===== src/rtl/pwm4_dbuf.sv =====
module pwm4_dbuf #(
  parameter int CH = 4,
  parameter int TW = 12,
  parameter int AW = 3
) (
  input  logic          clk,
  input  logic          rst_n,
  input  logic          wr_en,
  input  logic [AW-1:0] wr_addr,
  input  logic [TW:0]   wr_data,
  output logic [CH-1:0] pwm_out,
  output logic [TW-1:0] tmr_count,
  output logic          tmr_down,
  output logic          tmr_run,
  output logic          upd_pulse
);
  localparam int DW        = TW + 1;
  localparam int DUTY_BASE = 1 << (AW - 1);
  localparam logic [AW-1:0] A_PER = AW'(0);
  localparam logic [AW-1:0] A_CTL = AW'(1);

  logic [TW-1:0]         period_q, cnt_q;
  logic [1:0]            mode_q;
  logic                  run_q, down_q;
  logic [CH-1:0][DW-1:0] duty_buf, duty_act;
  logic                  xfer;

  wire at_top   = (cnt_q == period_q);
  wire at_zero  = (cnt_q == '0);
  wire ctl_wr   = wr_en && (wr_addr == A_CTL);
  wire xfer_evt = run_q && xfer;

  always_comb
    case (mode_q)
      2'd0, 2'd1: xfer = at_top;
      2'd2:       xfer = at_zero;
      default:    xfer = at_zero || at_top;
    endcase

  always_ff @(posedge clk)
    if (!rst_n)                           period_q <= '0;
    else if (wr_en && wr_addr == A_PER)   period_q <= wr_data[TW-1:0];

  always_ff @(posedge clk)
    if (!rst_n) begin
      run_q  <= 1'b0;
      mode_q <= 2'd0;
    end else if (ctl_wr) begin
      run_q  <= wr_data[2];
      mode_q <= wr_data[1:0];
    end else if (run_q && mode_q == 2'd1 && at_top) begin
      run_q  <= 1'b0;
    end

  always_ff @(posedge clk)
    if (!rst_n || !run_q) begin
      cnt_q  <= '0;
      down_q <= 1'b0;
    end else if (!mode_q[1]) begin
      cnt_q <= at_top ? '0 : cnt_q + 1'b1;
    end else if (!down_q) begin
      if (!at_top)       cnt_q <= cnt_q + 1'b1;
      else if (!at_zero) begin
        down_q <= 1'b1;
        cnt_q  <= cnt_q - 1'b1;
      end
    end else if (at_zero) begin
      down_q <= 1'b0;
      cnt_q  <= at_top ? '0 : TW'(1);
    end else begin
      cnt_q <= cnt_q - 1'b1;
    end

  for (genvar i = 0; i < CH; i++) begin : g_ch
    always_ff @(posedge clk)
      if (!rst_n) begin
        duty_buf[i] <= '0;
        duty_act[i] <= '0;
      end else begin
        if (wr_en && wr_addr == AW'(DUTY_BASE + i)) duty_buf[i] <= wr_data;
        if (!run_q || xfer_evt)                     duty_act[i] <= duty_buf[i];
      end
    assign pwm_out[i] = run_q && (duty_act[i] > {1'b0, cnt_q});
  end

  always_ff @(posedge clk)
    if (!rst_n) upd_pulse <= 1'b0;
    else        upd_pulse <= xfer_evt;

  assign tmr_count = cnt_q;
  assign tmr_down  = down_q;
  assign tmr_run   = run_q;
endmodule



===== config.mk =====
export PLATFORM = sky130hd
export DESIGN_NAME = pwm4_dbuf
export DESIGN_NICKNAME = d
export VERILOG_FILES = /design/src/rtl/pwm4_dbuf.sv
export SDC_FILE = /design/constraint.sdc
export NUM_CORES = 1
export LEC_CHECK = 0
export BUFFER_PORTS_ARGS = -buffer_cell sky130_fd_sc_hd__buf_2
export CORE_UTILIZATION = 45
export CTS_BUF_LIST = sky130_fd_sc_hd__clkbuf_16
export DETAILED_ROUTE_END_ITERATION = 7
export HOLD_SLACK_MARGIN = 0.12
export SKIP_LAST_GASP = 1
export SLEW_MARGIN = 20
export SYNTH_ARGS = -nofsm -noshare
export SYNTH_HDL_FRONTEND = slang
export SYNTH_SLANG_ARGS = --single-unit

===== constraint.sdc =====
create_clock -name clk -period 1.9 [get_ports clk]
set_input_delay 0.095 -clock clk [delete_from_list [all_inputs] [get_ports clk]]
set_output_delay 0.095 -clock clk [all_outputs]
set_load 0.02 [all_outputs]

==> results.yml <==
timing:
  final-max-slew-violation-count: 0
  rsz0062_at_grt: "yes"
  tightest_slew_ps: 653.4
  fin_hold_ws_ps: 147.6
  setup_ws_ps: -597.4
  fin_crit_sh_pct: 131.4
  clock_skew_ps: 9.598
  slew_headroom_pct: 56.38
  setup_viol: 68
  hold_viol: 0
  tns_ps: -19990
  fin_crit_ps: 2497
  fmax_ghz: 0.4004
critical_path:
  cp_slowest_stage_delay_ps: 370
  critPathLaunchType: "register"
  criticalPathCategory: "reg2out"
  rr_worst_depth: 12
  path_depth: 10
  end_kind: "primary output"
  cp_top_family: "compound AO/OA/AOI/OAI gates"
  critPathMostFrequentCell: "buf_4"
  slowest_stage: "dfxtp_4"
  crit_buf_inv: 3
  crit_arrival_ps: 2400
  cp_cell_sequence: "clkinvlp_4, buf_4, ha_4, a21oi_2, nor2b_1, o21ai_1, nand2_1, a2111oi_4, a221oi_2, buf_4"
  crit_required_ps: 1800
  worstPathMaxFanout: 4
job:
  max-cap-violations: 0
cts:
  cts_buffer_depth: 2
  htree_levels: 4
  clkTransAtPathRegs_ps: 60
  cts_buffers: 17
  clkSinkCount: 133
  cts_tree: "done"
  clk_latency_ps: 430
  clk_root_buffer_cell: "clkbuf_16"
grt:
  use_met1_pct: 39.55
  grt_pass1_wl_um: 34460
  grt_max_degree: 85
  grt_pass1_vias: 6406
  grtUsageTotal_pct: 30.66
  gr-max-usage-layer: "met2"
  gr-total-overflow: 0
  use_met3_pct: 5.861
  grt_use_met2_pct: 50.03
  antenna_found_initial: 0
route:
  drt_iter0_drc: 461
  drc_errors: 0
  ant_nets: 0
  wl_per_cell_um: 19.81
  drtPass1Iterations: 5
  vias_per_cell: 5.661
  routed_wl_um: 23460
  dr_total_vias: 6703
floorplanning:
  fp.dieH_um: 124.0
  core_um2: 14530
  ios: 38
  row_count: 44
  die_w_um: 124.0
  start_util_pct: 46.05
  fp.dieArea_um2: 15360
synth:
  synthFlopType: "dfxtp_1"
  synth-async-reset-ratio_pct: 0
  yosysSeqAreaShare_pct: 39.78
  synth_edf_count: 0
  synth_area_um2: 6693
  ys.warnings.count: 0
  ys_ff_latch: 133
  synthCells: 815
  yosys-top-cells-area: "dfxtp_1 (40%), nand2_1 (11%), ha_1 (9.5%)"
  netlist.area_leader.share_pct: 39.78
  synthMuxAreaShare_pct: 0.2991
  synth_xor_area_share_pct: 2.225
  postSynthNetCount: 885
  synth_fa_ha_area_share_pct: 9.534
  syn_avg_cell_area_um2: 8.212
  yosysUniqueCellTypes: 55
  synth_top_family_by_area: "simple AND/OR/NAND/NOR gates"
  synth-simple-area-share_pct: 23.76
  synth_compound_area_share_pct: 18.73
  post-synth-top-area-cell: "dfxtp_1"
final_layout:
  register_area_um2: 2698
  syn2layout_area_growth_pct: 51.67
  nets: 1058
  final_layout_size_suffix_gt1_share_pct: 38.50
  finish.utilization_pct: 69.84
  n_fill_cell: 1085
  diodes: 0
  multi_input_area_um2: 4617
hold_path:
  hold_path_class: "in2reg"
  whs_path_depth: 4
placement:
  gp_congestion: 0.8372
  port_buffers: 37
  hpwl_um: 13640
outcome:
  violations: "setup timing"
  outcome: "finished, violations left"
power_and_ir_drop:
  p_per_area_nw_per_um2: 638.7
  peakVddDrop_mv: 0.6507
  leakage_nw: 3.816
## layer usage
layer / up-vias / wire (µm)
li1: 3200 / -
met1: 3231 / 10090
met2: 210 / 11150
met3: 62 / 1299
met4: 0 / 913
met5: - / 0
## timing repair
action                                  in CTS  in global routing
resized for setup                           81                104
endpoints found under the setup margin      66                 71
pin swaps                                   18                 38
buffers inserted                            36                 26
endpoints found under the hold margin       67                  0
hold buffers                                15                  0
gates cloned                                15                  0
## report_power, final
group          switching (mW)  internal, mW  total [mW]
logic                   0.352         0.271       0.623
registers              0.0369          2.82        2.86
clock network            1.34          1.66        3.00
total                    1.73          4.76        6.48
## final cells by class
cell class,instances,area share [%]
sequential,133,26.57
multi-input combinational,606,45.48
timing repair buffer,202,19.14
inverter,28,1.319
tap,184,2.268
clock inverter,14,1.023
clock buffer,17,4.191
## state kept, by name, summed over array words and instances, names as in the netlist
signal     cells
tmr_run        1
mode_q         2
tmr_down       1
duty_buf      52
period_q      12
upd_pulse      1
tmr_count     12
duty_act      52
## logic make-up (layout without fill, tap and decap cells)
logic type | count (synthesis) | after routing
AOI/OAI and AO/OA | 186 | 188
buffers and inverters | 79 | 261
xor gates and xnor gates | 17 | 17
and+or+nand+nor | 347 | 348
muxes | 2 | 2
adders and majority gates | 51 | 51
DFF | 133 | 133
## layout by cell type, fill, tap and decap left out, drive strengths merged, types with 13 or more instances in the layout
master and count:
inv 26, nand2 193, a21oi 13, ha 51, xnor2 17, a21boi 64
nand3 66, dfxtp 133, buf 187, o21ai 60, clkbuf 17, nor3 17
dlygate4sd3 15, nor2 16, o221ai 13
## synthesized netlist by cell type, types with 4 or more instances
cell type / instances
inv_1: 28
nor2b_1: 9
clkbuf_1: 31
a21boi_0: 64
xnor2_1: 17
and3_1: 8
buf_2: 4
nor2_1: 16
nand2b_1: 5
o21a_1: 7
dfxtp_1: 133
nand3_1: 64
ha_1: 51
buf_6: 8
a21o_1: 5
or3_1: 4
o21ai_1: 7
nor3_1: 16
nand4_1: 11
o21ai_0: 53
a21oi_1: 13
clkbuf_2: 5
o221ai_1: 12
nand2_1: 193
## worst reg2reg max path: stages, from the launching register on
cell	delay, ps
dfxtp_4	360
buf_4	150
or3_4	400
nor4_4	270
buf_4	180
buf_6	100
nand2_4	70
buf_6	140
nand3_4	120
buf_12	120
buf_12	130
nand3_4	90
o21ai_2	90
## through the flow
stage | setup slack [ps] | power, mW | area, µm² | instances
6_report | -597.4 | 6.483 | 10150 | 1184
5_1_grt | -704.6 | 6.685 | 10150 | 1184
4_1_cts | -575.4 | 6.418 | 9583 | 1166
3_5_place_dp | -274.1 | 3.387 | 7900 | 1070
3_3_place_gp | -227.6 | 3.376 | 7900 | 1070
2_1_floorplan | -170.0 | 3.197 | 7057 | 815
## path summary, 6_finish.rpt
kind / slack, ps / to / from
worst max-delay path: -600 / pwm_out[0] / tmr_count[2]$_SDFFE_PP0P_
worst max register to register: -390 / duty_act[38]$_SDFFE_PN0P_ / tmr_count[2]$_SDFFE_PP0P_
worst min register to register: 450 / duty_act[39]$_SDFFE_PN0P_ / duty_act[39]$_SDFFE_PN0P_
worst min-delay path: 150 / duty_buf[0]$_SDFFE_PN0P_ / wr_addr[0]
(Power assumes the default switching activity.)
